[config.mk]
export PLATFORM = sky130hd
export DESIGN_NAME = frac_clk_div
export DESIGN_NICKNAME = d
export VERILOG_FILES = /design/src/rtl/dmd_pkg.sv /design/src/rtl/dmd_param_shadow.sv /design/src/rtl/dmd_period_ctr.sv /design/src/rtl/dmd_rep_seq.sv /design/src/rtl/frac_clk_div.sv
export SDC_FILE = /design/constraint.sdc
export NUM_CORES = 1
export LEC_CHECK = 0
export BUFFER_PORTS_ARGS = -buffer_cell sky130_fd_sc_hd__clkbuf_2
export CORE_ASPECT_RATIO = 1.2
export CORE_UTILIZATION = 60
export CTS_CLUSTER_DIAMETER = 150
export DETAILED_ROUTE_END_ITERATION = 16
export PLACE_DENSITY = 0.84
export SLEW_MARGIN = 5
export SYNTH_ARGS = -nofsm -noshare
export SYNTH_HDL_FRONTEND = slang
export SYNTH_SLANG_ARGS = --single-unit
[constraint.sdc]
create_clock -name clk -period 5.37 [get_ports clk]
set_input_delay 0.8055 -clock clk [delete_from_list [all_inputs] [get_ports clk]]
set_output_delay 0.8055 -clock clk [all_outputs]
set_load 0.02 [all_outputs]
[src/rtl/dmd_pkg.sv]
package dmd_pkg;
  typedef enum logic {
    PH_ONE = 1'b0,
    PH_TWO = 1'b1
  } dmd_phase_e;
endpackage

[src/rtl/dmd_param_shadow.sv]
module dmd_param_shadow #(
  parameter int CNT_W = 8,
  parameter int REP_W = 8
) (
  input  logic             clk,
  input  logic             rst,
  input  logic             load_i,
  input  logic [CNT_W-1:0] div_one_i,
  input  logic [CNT_W-1:0] div_two_i,
  input  logic [REP_W-1:0] rep_one_i,
  input  logic [REP_W-1:0] rep_two_i,
  output logic [CNT_W-1:0] div_one_q,
  output logic [CNT_W-1:0] div_two_q,
  output logic [REP_W-1:0] rep_one_q,
  output logic [REP_W-1:0] rep_two_q
);
  // Zero is mapped to one so every period and every run is non-empty
  function automatic logic [CNT_W-1:0] norm_div(input logic [CNT_W-1:0] v);
    return (v == '0) ? CNT_W'(1) : v;
  endfunction

  function automatic logic [REP_W-1:0] norm_rep(input logic [REP_W-1:0] v);
    return (v == '0) ? REP_W'(1) : v;
  endfunction

  always_ff @(posedge clk) begin
    if (rst || load_i) begin
      div_one_q <= norm_div(div_one_i);
      div_two_q <= norm_div(div_two_i);
      rep_one_q <= norm_rep(rep_one_i);
      rep_two_q <= norm_rep(rep_two_i);
    end
  end

  AST_SHADOW_HOLD: assert property (@(posedge clk) disable iff (rst)
    !load_i |=> ($stable(div_one_q) && $stable(div_two_q) &&
                 $stable(rep_one_q) && $stable(rep_two_q)))
    else $error("shadow changed outside pattern boundary");

  AST_SHADOW_NONZERO: assert property (@(posedge clk) disable iff (rst)
    (div_one_q != '0) && (div_two_q != '0) && (rep_one_q != '0) && (rep_two_q != '0))
    else $error("zero value reached shadow");
endmodule

[src/rtl/dmd_period_ctr.sv]
module dmd_period_ctr #(
  parameter int CNT_W = 8
) (
  input  logic             clk,
  input  logic             rst,
  input  logic             en_i,
  input  logic [CNT_W-1:0] limit_i,
  output logic             tick_o
);
  logic [CNT_W-1:0] cnt_q;
  logic             at_end;

  function automatic logic is_last(input logic [CNT_W-1:0] c, input logic [CNT_W-1:0] lim);
    return c == (lim - CNT_W'(1));
  endfunction

  assign at_end = is_last(cnt_q, limit_i);
  assign tick_o = en_i && at_end;

  always_ff @(posedge clk) begin
    if (rst)           cnt_q <= '0;
    else if (tick_o)   cnt_q <= '0;
    else if (en_i)     cnt_q <= cnt_q + CNT_W'(1);
  end

  AST_CNT_BOUND: assert property (@(posedge clk) disable iff (rst)
    cnt_q < limit_i)
    else $error("period counter past modulus");

  AST_CNT_FREEZE: assert property (@(posedge clk) disable iff (rst)
    !en_i |=> $stable(cnt_q))
    else $error("period counter moved while disabled");
endmodule

[src/rtl/dmd_rep_seq.sv]
module dmd_rep_seq
  import dmd_pkg::*;
#(
  parameter int REP_W = 8
) (
  input  logic             clk,
  input  logic             rst,
  input  logic             tick_i,
  input  logic [REP_W-1:0] rep_one_i,
  input  logic [REP_W-1:0] rep_two_i,
  output dmd_phase_e       phase_o,
  output logic             wrap_o
);
  logic [REP_W-1:0] rcnt_q;
  logic [REP_W-1:0] cur_rep;
  logic             run_end;
  dmd_phase_e       phase_q;

  assign cur_rep = (phase_q == PH_TWO) ? rep_two_i : rep_one_i;
  assign run_end = tick_i && (rcnt_q == (cur_rep - REP_W'(1)));
  assign wrap_o  = run_end && (phase_q == PH_TWO);
  assign phase_o = phase_q;

  always_ff @(posedge clk) begin
    if (rst) begin
      rcnt_q  <= '0;
      phase_q <= PH_ONE;
    end else if (run_end) begin
      rcnt_q  <= '0;
      phase_q <= (phase_q == PH_ONE) ? PH_TWO : PH_ONE;
    end else if (tick_i) begin
      rcnt_q  <= rcnt_q + REP_W'(1);
    end
  end

  AST_REP_BOUND: assert property (@(posedge clk) disable iff (rst)
    rcnt_q < cur_rep)
    else $error("repetition counter past run length");

  AST_SEL_STEADY: assert property (@(posedge clk) disable iff (rst)
    !tick_i |=> $stable(phase_q))
    else $error("phase changed without a period boundary");

  AST_SEL_FLIP: assert property (@(posedge clk) disable iff (rst)
    run_end |=> (phase_q != $past(phase_q)))
    else $error("phase held after last period of run");
endmodule

[src/rtl/frac_clk_div.sv]
module frac_clk_div
  import dmd_pkg::*;
#(
  parameter int CNT_W = 8,
  parameter int REP_W = 8
) (
  input  logic             clk,
  input  logic             rst,
  input  logic             en_i,
  input  logic [CNT_W-1:0] div_one_i,
  input  logic [CNT_W-1:0] div_two_i,
  input  logic [REP_W-1:0] rep_one_i,
  input  logic [REP_W-1:0] rep_two_i,
  output logic             tick_o,
  output logic             sel_two_o
);
  logic [CNT_W-1:0] div_one_q, div_two_q, active_div;
  logic [REP_W-1:0] rep_one_q, rep_two_q;
  logic             tick;
  logic             pattern_wrap;
  dmd_phase_e       phase;

  dmd_param_shadow #(.CNT_W(CNT_W), .REP_W(REP_W)) shadow_i (
    .clk(clk), .rst(rst), .load_i(pattern_wrap),
    .div_one_i(div_one_i), .div_two_i(div_two_i),
    .rep_one_i(rep_one_i), .rep_two_i(rep_two_i),
    .div_one_q(div_one_q), .div_two_q(div_two_q),
    .rep_one_q(rep_one_q), .rep_two_q(rep_two_q)
  );

  assign active_div = (phase == PH_TWO) ? div_two_q : div_one_q;

  dmd_period_ctr #(.CNT_W(CNT_W)) period_i (
    .clk(clk), .rst(rst), .en_i(en_i),
    .limit_i(active_div), .tick_o(tick)
  );

  dmd_rep_seq #(.REP_W(REP_W)) seq_i (
    .clk(clk), .rst(rst), .tick_i(tick),
    .rep_one_i(rep_one_q), .rep_two_i(rep_two_q),
    .phase_o(phase), .wrap_o(pattern_wrap)
  );

  assign tick_o    = tick;
  assign sel_two_o = (phase == PH_TWO);

  AST_TICK_NEEDS_EN: assert property (@(posedge clk) disable iff (rst)
    !en_i |-> !tick_o)
    else $error("pulse while disabled");

  AST_UNIT_DIV_PULSE: assert property (@(posedge clk) disable iff (rst)
    (en_i && active_div == CNT_W'(1)) |-> tick_o)
    else $error("unit modulus missed a pulse");
endmodule

==> results of run 1 <==
==> stage by stage <==
stage          cell area [µm²]  instances
6_report                  2904        316
5_1_grt                   2904        316
4_1_cts                   2904        316
3_5_place_dp              2814        308
3_3_place_gp              2814        308
2_1_floorplan             2715        251
==> per-layer routing <==
layer	GRT usage, %	wire length (µm)	vias up
li1	-	-	923
met1	25.58	2092	830
met3	3.892	169	7
met5	0	0	-
met2	35.70	2185	45
met4	6.566	65	0
==> Yosys cell counts (2+ instances only) <==
cell       n
inv_1      3
clkbuf_1  31
nand2_1    7
nand3_1    8
a32oi_1    3
mux2i_1   16
edfxtp_1  32
o41ai_2    3
dfxtp_1   17
xor2_1    15
nand4_1    2
nor3_2     2
ha_1       4
buf_6      2
nor2_1     7
o21ai_0    3
nor3b_2    2
nor4_1     8
a21o_1     5
a21oi_1    5
o31ai_1    2
and3_1    14
xnor2_1   20
nor3b_1    2
nor3_1    17
==> placed cells by master (no fill, tap or decap), drive strengths merged, types with 7 or more instances in the layout <==
master	count
edfxtp	32
nor3	19
nor4	9
mux2i	16
xnor2	20
nand2	7
nor2	8
dfxtp	17
and3	14
xor2	15
clkbuf	41
nand3	8
==> path summary, 6_finish.rpt <==
path | depth (start not counted) | end | slack, ns | from
worst max register to register | 9 | shadow_i.div_two_q[4]$_SDFFCE_PN0P_ | 1.29 | seq_i.phase_o$_SDFFE_PP0P_
worst max-delay path | 9 | shadow_i.div_two_q[4]$_SDFFCE_PN0P_ | 1.29 | seq_i.phase_o$_SDFFE_PP0P_
worst min-delay path | 2 | seq_i.rcnt_q[7]$_SDFFE_PP0P_ | 0.56 | seq_i.rcnt_q[7]$_SDFFE_PP0P_
worst min register to register | 2 | seq_i.rcnt_q[7]$_SDFFE_PP0P_ | 0.56 | seq_i.rcnt_q[7]$_SDFFE_PP0P_
==> flip-flops by register name, summed over array words and instances, names as in the netlist <==
| name | cells |
|---|---|
| period_i.cnt_q | 8 |
| shadow_i.rep_one_q | 8 |
| seq_i.phase_o | 1 |
| shadow_i.div_one_q | 8 |
| seq_i.rcnt_q | 8 |
| shadow_i.rep_two_q | 8 |
| shadow_i.div_two_q | 8 |
==> cells by family (layout without fill, tap and decap cells) <==
logic type	count (synthesis)	count (layout)
buffers and inverters	39	48
and+or+nand+nor	80	80
adders and majority gates	4	4
muxes	17	17
AOI/OAI and AO/OA	27	27
DFF	49	49
xor gates and xnor gates	35	35
==> cell type report <==
| class | instances | area (µm²) |
|---|---|---|
| Clock buffer | 5 | 68.82 |
| Clock inverter | 3 | 21.27 |
| Fill cell | 335 | 1390 |
| Inverter | 3 | 11.26 |
| Multi-Input combinational cell | 163 | 1244 |
| Sequential cell | 49 | 1301 |
| Tap cell | 56 | 70.07 |
| Timing Repair Buffer | 37 | 187.7 |
==> worst register-to-register path, cell delays in order, from the launching register on <==
cell	delay (ns)
dfxtp_1	0.66
mux2i_1	0.35
ha_1	0.24
xor2_1	0.20
xnor2_1	0.11
nor3_2	0.23
nand4_2	0.15
or3_1	0.55
nor2_2	0.26
a21o_1	0.93
==> where the power goes <==
part | internal [mW] | switching [mW]
registers | 0.425 | 0.0163
logic | 0.0362 | 0.0419
clock network | 0.0928 | 0.127
total | 0.554 | 0.185
==> out/qor.yml, run 1 <==
worst_setup_path:
  cp_num_buf_inv: 0
  crit_type: "flip-flop to flip-flop"
  cp-start-kind: "flip-flop"
  path_max_fanout: 32
  cp_data_required_time_ns: 5.29
  cp_slowest_cell: "a21o_1"
  crit_family: "simple AND/OR/NAND/NOR gates"
  worstPathCellList: "mux2i_1, ha_1, xor2_1, xnor2_1, nor3_2, nand4_2, or3_1, nor2_2, a21o_1"
  cp.arrival_ns: 4.00
  crit_path_max_incr_delay_ns: 0.93
  crit_path_end_kind: "flip-flop"
sta:
  skew_ns: 0.008271
  hold_violations: 0
  setup_tns_ns: 0
  setup_violations: 0
  finalMaxSlewViolations: 0
  setup_slack_ns: 1.293
  hold_ws_ns: 0.5638
  period_needed_ns: 4.077
  relSlewSlack_pct: 23.08
  finalCritPeriodShare_pct: 75.93
  tightest_slew_ns: 1.154
  rsz0062_at_grt: "no"
  max_freq_mhz: 245.3
final_layout:
  nets: 298
  utilization_pct: 67.63
  syn_to_final_growth_pct: 6.959
  drive_above_1_share_pct: 22.31
  antenna_cells: 0
power_and_ir_drop:
  power_density_mw_per_mm2: 254.6
  vdd_drop_max_mv: 0.1837
  power.total_uw: 739.4
  p_leak_nw: 1.134
clock_tree:
  clk_path_buf_depth: 2
  cts.sink_count: 49
  ctsHoldBuffers: 0
  cts_setup_buffers: 0
  cts_made_buffers: 5
  cts-root-buf: "clkbuf_8"
  path_clk_slew_ns: 0.09
  cts_tree: "yes"
  insertion_delay_ns: 0.30
  cts_resized: 0
  ctsHtreeMaxLevel: 2
synthesis:
  synthCells: 251
  yosysUniqueCellTypes: 46
  synth-seq-area-share_pct: 47.93
  synthMuxAreaShare_pct: 6.313
  yosysTopAreaCell: "edfxtp_1"
  synth_ff_type: "edfxtp_1"
  syn-cell-area_mm2: 0.002715
  synth_area_leaders: "edfxtp_1, dfxtp_1, xnor2_1, mux2i_1, xor2_1"
  async_reset_ff_share_pct: 0
  yosys_warnings: 0
  synth_top_area_share_pct: 35.39
  ys_ff_latch: 49
  synthAdderAreaFrac_pct: 1.843
  synth_xor_area_share_pct: 11.29
  syn-num-nets: 290
  synth_simple_gate_area_share_pct: 18.02
  synth_compound_area_share_pct: 8.341
  syn_area_per_cell_um2: 10.82
  synth_top_family_by_area: "simple AND/OR/NAND/NOR gates"
  synth-edff-count: 32
placement:
  place_ws_ns: 1.286
  hpwl_um: 3402
  gp_congestion: 0.8014
  portBuffers: 36
worst_hold_path:
  min_path_type: "flip-flop to flip-flop"
detailed_routing:
  drc: 0
  wl_per_cell_um: 14.28
  wl_um: 4513
  drtAntennaViolNets: 0
  initialDrtViolationCount: 94
  firstDrtPassIters: 4
  vias: 1805
  avgViaCountPerCell: 5.712
global_route:
  grt_pass1_wl_um: 7534
  antenna_found_initial: 0
  track_usage_pct: 20.34
  grt_max_degree: 33
  gr-total-overflow: 0
  first_global_vias: 1710
die:
  die_area_mm2: 0.004800
  die_y_um: 75.69
  initial_core_util_pct: 63.23
  rows: 26
  die_w_um: 63.41
  pin_count: 37
  core_mm2: 0.004294
job:
  maxCapViolations: 0
run_status:
  status: "completed"
No activity file was read; power rests on OpenSTA's default activity.
==> run 2, diff against run 1 <==
--- a/config.mk
+++ b/config.mk
@@ -7,10 +7,10 @@
 export LEC_CHECK = 0
 export BUFFER_PORTS_ARGS = -buffer_cell sky130_fd_sc_hd__clkbuf_2
 export CORE_ASPECT_RATIO = 1.2
-export CORE_UTILIZATION = 60
+export CORE_UTILIZATION = 57
 export CTS_CLUSTER_DIAMETER = 150
 export DETAILED_ROUTE_END_ITERATION = 16
-export PLACE_DENSITY = 0.84
+export PLACE_DENSITY = 0.8
 export SLEW_MARGIN = 5
 export SYNTH_ARGS = -nofsm -noshare
 export SYNTH_HDL_FRONTEND = slang
==> constraint.sdc (replaced) <==
create_clock -name clk -period 4.1 [get_ports clk]
set_input_delay 0.615 -clock clk [delete_from_list [all_inputs] [get_ports clk]]
set_output_delay 0.615 -clock clk [all_outputs]
set_load 0.02 [all_outputs]
==> run 2 against run 1 <==
Net effect:
- wire length fell by 2.9%
- sequential cell count did not move
- register-to-register slack got worse by 0.75 ns
- global-route usage fell by 0.94 points
- maximum frequency rose by 14%
- worst setup slack got worse by 0.75 ns
- critical path depth did not move
- highest routed layer unchanged
- power rose by 39%
- via count fell by 0.89%
- final area rose by 1.3%
==> out/qor.yml, run 2 (same netlist as run 1, synthesis figures left out) <==
worst_hold_path:
  holdPathEnd: "shadow_i.rep_two_q[5]$_SDFFCE_PN0P_"
  hp-start: "rep_two_i[5]"
  holdPathStages: 1
  min_path_type: "primary input to flip-flop"
clock_tree:
  path_clk_slew_ns: 0.10
  ctsHoldBuffers: 0
  insertion_delay_ns: 0.30
  cts-root-buf: "clkbuf_8"
  cts_setup_buffers: 0
  cts_made_buffers: 5
  clk_path_buf_depth: 2
  cts_tree: "yes"
  cts.sink_count: 49
  cts_resized: 0
  ctsHtreeMaxLevel: 2
placement:
  portBuffers: 36
  gp_congestion: 0.8373
  place_area_mm2: 0.002831
  hpwl_um: 3218
job:
  maxCapViolations: 0
die:
  core_mm2: 0.004594
  initial_core_util_pct: 59.10
  die_w_um: 65.01
  rows: 27
  die_area_mm2: 0.005045
  die_y_um: 77.61
  pin_count: 37
final_layout:
  nets: 300
  finish.instance_area_mm2: 0.002943
  layout_commonest_cell: "clkbuf_2"
  syn_to_final_growth_pct: 8.387
  drive_above_1_share_pct: 22.90
  antenna_cells: 0
  mostFrequentLayoutCells: "clkbuf_2, edfxtp_1, xnor2_1"
sta:
  relSlewSlack_pct: 54.34
  tightest_slew_ns: 0.6839
  finalMaxSlewViolations: 0
  period_needed_ns: 3.562
  setup_tns_ns: 0
  hold_violations: 0
  skew_ns: 0.01018
  rsz0062_at_grt: "no"
  finalCritPeriodShare_pct: 86.87
  setup_violations: 0
  max_freq_mhz: 280.8
detailed_routing:
  vias: 1789
  wl_um: 4384
  firstDrtPassIters: 4
  avgViaCountPerCell: 5.591
  wl_per_cell_um: 13.70
  initialDrtViolationCount: 99
  drtAntennaViolNets: 0
  drc: 0
worst_setup_path:
  r2r_slack_ns: 0.54
  path_max_fanout: 32
  cp_slowest_cell: "dfxtp_1"
  crit_type: "flip-flop to flip-flop"
  r2r_end: "shadow_i.rep_two_q[4]$_SDFFCE_PN0P_"
  crit_top_cell: "buf_4"
  crit_path_end_kind: "flip-flop"
  crit_path_max_incr_delay_ns: 0.77
  cp_num_buf_inv: 2
  cp-start-kind: "flip-flop"
  cp_data_required_time_ns: 4.06
  crit_family: "simple AND/OR/NAND/NOR gates"
  worstPathCellList: "buf_4, or4b_1, a221oi_1, mux2i_1, nor3_1, o211ai_2, nor2_2, a21o_1, buf_4"
  reg2reg_depth: 9
  cp.arrival_ns: 3.53
  r2r-start: "seq_i.phase_o$_SDFFE_PP0P_"
global_route:
  grt_max_degree: 33
  gr-total-overflow: 0
  track_usage_pct: 19.40
  grt_pass1_wl_um: 7631
  antenna_found_initial: 0
  first_global_vias: 1707
power_and_ir_drop:
  p_leak_nw: 1.152
  vdd_drop_max_mv: 0.2494
  power_density_mw_per_mm2: 349.7
run_status:
  status: "completed"
## run 2: changes by cell type in the layout (fill, tap and decap cells not counted), sizes merged
cell,before,now
buf,1,3
bufinv,0,1
clkbuf,41,42
clkinv,2,1
inv,4,3
## run 2: routing by layer
| layer | GRT usage, % | part of all wire, % | routed length (µm) | vias up |
|---|---|---|---|---|
| li1 | - | - | - | 926 |
| met1 | 25.67 | 48 | 2115 | 828 |
| met2 | 31.87 | 48 | 2099 | 29 |
| met3 | 3.529 | 2.5 | 110 | 6 |
| met4 | 6.000 | 1.3 | 59 | 0 |
| met5 | 0 | 0 | 0 | - |
## run 2: report_power, final
group / internal (mW) / total (mW) / switching (mW) / leakage, nW
sequential: 0.557 / 0.577 / 0.0206 / 0.450
combinational: 0.0480 / 0.101 / 0.0534 / 0.647
clock: 0.183 / 0.350 / 0.167 / 0.0554
## run 2: worst max path at each step
| stage | from | end | cells past startpoint |
|---|---|---|---|
| global route | seq_i.phase_o$_SDFFE_PP0P_ | shadow_i.div_two_q[7]$_SDFFCE_PN0P_ | 9 |
| CTS | seq_i.phase_o$_SDFFE_PP0P_ | shadow_i.rep_two_q[1]$_SDFFCE_PN0P_ | 9 |
| detailed placement | seq_i.phase_o$_SDFFE_PP0P_ | shadow_i.div_two_q[5]$_SDFFCE_PN0P_ | 9 |
| finish | seq_i.phase_o$_SDFFE_PP0P_ | shadow_i.rep_two_q[4]$_SDFFCE_PN0P_ | 9 |
| global placement | seq_i.phase_o$_SDFFE_PP0P_ | shadow_i.div_two_q[5]$_SDFFCE_PN0P_ | 9 |
| floorplan | seq_i.phase_o$_SDFFE_PP0P_ | shadow_i.div_one_q[0]$_SDFFCE_PN1P_ | 13 |
## run 2: metrics by stage
step	instances	hold WS (ns)	power [mW]	utilization [%]	worst slack, ns
2_1_floorplan	251	0.4992	0.6611	-	0.2328
3_3_place_gp	312	0.5479	0.6878	61.63	0.6531
3_5_place_dp	312	0.5576	0.6902	61.63	0.5833
4_1_cts	320	0.4931	1.033	64.05	0.5478
5_1_grt	320	0.4924	1.065	64.05	0.1812
6_report	320	0.4955	1.029	64.05	0.5384
## run 2: cell type report
type,count,area [µm²]
clock buffers,6,72.57
multi-input cells,163,1244
fillers,394,1652
repair buffers,39,202.7
clock inverters,2,38.79
flip-flops and latches,49,1301
well taps,58,72.57
inverters,3,11.26
==> run 3, diff against run 2 <==
--- a/config.mk
+++ b/config.mk
@@ -6,9 +6,8 @@
 export NUM_CORES = 1
 export LEC_CHECK = 0
 export BUFFER_PORTS_ARGS = -buffer_cell sky130_fd_sc_hd__clkbuf_2
-export CORE_ASPECT_RATIO = 1.2
+export CORE_ASPECT_RATIO = 1.25
 export CORE_UTILIZATION = 57
-export CTS_CLUSTER_DIAMETER = 150
 export DETAILED_ROUTE_END_ITERATION = 16
 export PLACE_DENSITY = 0.8
 export SLEW_MARGIN = 5
==> run 3 against run 2 <==
Net effect:
- sequential share of layout area grew 0.32 points
- power decreased by 6.0%
- combinational power barely moved
- register-to-register slack is essentially flat
- core utilization rose by 0.97 points
- clock skew is 0.0043 ns lower
- critical path depth unchanged
- worst hold slack worse by 0.0016 ns
==> out/qor.yml, run 3 (same netlist as run 1, synthesis figures left out) <==
clock_tree:
  insertion_delay_ns: 0.31
  ctsHoldBuffers: 0
  cts_setup_buffers: 0
  cts_tree: "yes"
  clk_path_buf_depth: 2
  cts.sink_count: 49
  ctsHtreeMaxLevel: 2
  cts_resized: 0
  cts_made_buffers: 5
  cts-root-buf: "clkbuf_8"
  path_clk_slew_ns: 0.09
worst_setup_path:
  cp_data_required_time_ns: 4.07
  cp.arrival_ns: 3.52
  crit_path_end_kind: "flip-flop"
  cp-start-kind: "flip-flop"
  path_max_fanout: 32
  crit_type: "flip-flop to flip-flop"
final_layout:
  syn_to_final_growth_pct: 7.604
  layout_commonest_cell: "clkbuf_2"
  nets: 300
  drive_above_1_share_pct: 22.90
  finish.instance_area_mm2: 0.002922
  mostFrequentLayoutCells: "clkbuf_2, edfxtp_1, xnor2_1"
  antenna_cells: 0
  n_fill_cell: 344
die:
  die_area_mm2: 0.005045
  die_y_um: 79.17
  die_w_um: 63.73
  initial_core_util_pct: 60.43
  core_mm2: 0.004493
  rows: 27
  pin_count: 37
placement:
  place_ws_ns: 0.5777
  place_area_mm2: 0.002831
  hpwl_um: 3273
  portBuffers: 36
  gp_congestion: 0.7679
sta:
  setup_violations: 0
  tightest_slew_ns: 0.7146
  period_needed_ns: 3.552
  hold_violations: 0
  hold_ws_ns: 0.4939
  finalMaxSlewViolations: 0
  skew_ns: 0.005914
  relSlewSlack_pct: 52.30
  setup_slack_ns: 0.5484
  rsz0062_at_grt: "no"
  setup_tns_ns: 0
  finalCritPeriodShare_pct: 86.63
  max_freq_mhz: 281.6
power_and_ir_drop:
  p_leak_nw: 1.143
  vdd_drop_max_mv: 0.2237
  power_density_mw_per_mm2: 330.9
global_route:
  gr-total-overflow: 0
  antenna_found_initial: 0
  track_usage_pct: 19.90
  grt_pass1_wl_um: 7679
  grt_max_degree: 33
  first_global_vias: 1772
worst_hold_path:
  min_path_type: "primary input to flip-flop"
detailed_routing:
  wl_per_cell_um: 13.72
  drtAntennaViolNets: 0
  vias: 1804
  drc: 0
  avgViaCountPerCell: 5.638
  firstDrtPassIters: 4
  wl_um: 4391
  initialDrtViolationCount: 110
job:
  maxCapViolations: 0
run_status:
  status: "completed"
run 3: worst max-delay path: stages, from the launching register on:
cell and delay (ns):
dfxtp_1 0.79, buf_4 0.39, or4b_1 0.48, a221oi_1 0.31, mux2i_1 0.11, nor3_1 0.19
o211ai_2 0.20, nor2_2 0.25, a21o_1 0.14, buf_4 0.34
run 3: final timing paths:
kind / end / cells after the start / from / slack (ns)
hold / removal: shadow_i.div_one_q[5]$_SDFFCE_PN0P_ / 1 / div_one_i[5] / 0.49
setup reg to reg: shadow_i.rep_two_q[0]$_SDFFCE_PN1P_ / 9 / seq_i.phase_o$_SDFFE_PP0P_ / 0.55
setup / recovery: shadow_i.rep_two_q[0]$_SDFFCE_PN1P_ / 9 / seq_i.phase_o$_SDFFE_PP0P_ / 0.55
hold reg to reg: seq_i.rcnt_q[0]$_SDFFE_PP0P_ / 2 / seq_i.rcnt_q[0]$_SDFFE_PP0P_ / 0.58
run 3: stage by stage:
stage          cells  total power, mW  utilization [%]
2_1_floorplan    251           0.6611                -
3_3_place_gp     312           0.6874            63.02
3_5_place_dp     312           0.6910            63.02
4_1_cts          320           0.9722            65.02
5_1_grt          320            1.005            65.02
6_report         320           0.9668            65.02
run 3: area by class of cell:
| type | instances | area [µm²] | area share, % |
|---|---|---|---|
| flip-flops and latches | 49 | 1301 | 44.54 |
| multi-input cells | 163 | 1244 | 42.57 |
| repair buffers | 39 | 202.7 | 6.938 |
| well taps | 58 | 72.57 | 2.484 |
| clock buffers | 5 | 68.82 | 2.355 |
| clock inverters | 3 | 21.27 | 0.7281 |
| inverters | 3 | 11.26 | 0.3854 |
run 3: power breakdown:
part           switching, mW  total [mW]  leakage, nW  internal (mW)
logic                 0.0536       0.102        0.647         0.0479
registers             0.0207       0.577        0.450          0.557
clock network          0.166       0.288       0.0462          0.121
total                  0.241       0.967         1.14          0.726
run 3: layer usage:
layer	up-vias	wire, µm	GRT usage [%]
li1	922	-	-
met1	843	2041	24.84
met2	32	2138	33.30
met3	7	128	3.879
met4	0	84	8.636
met5	-	0	0
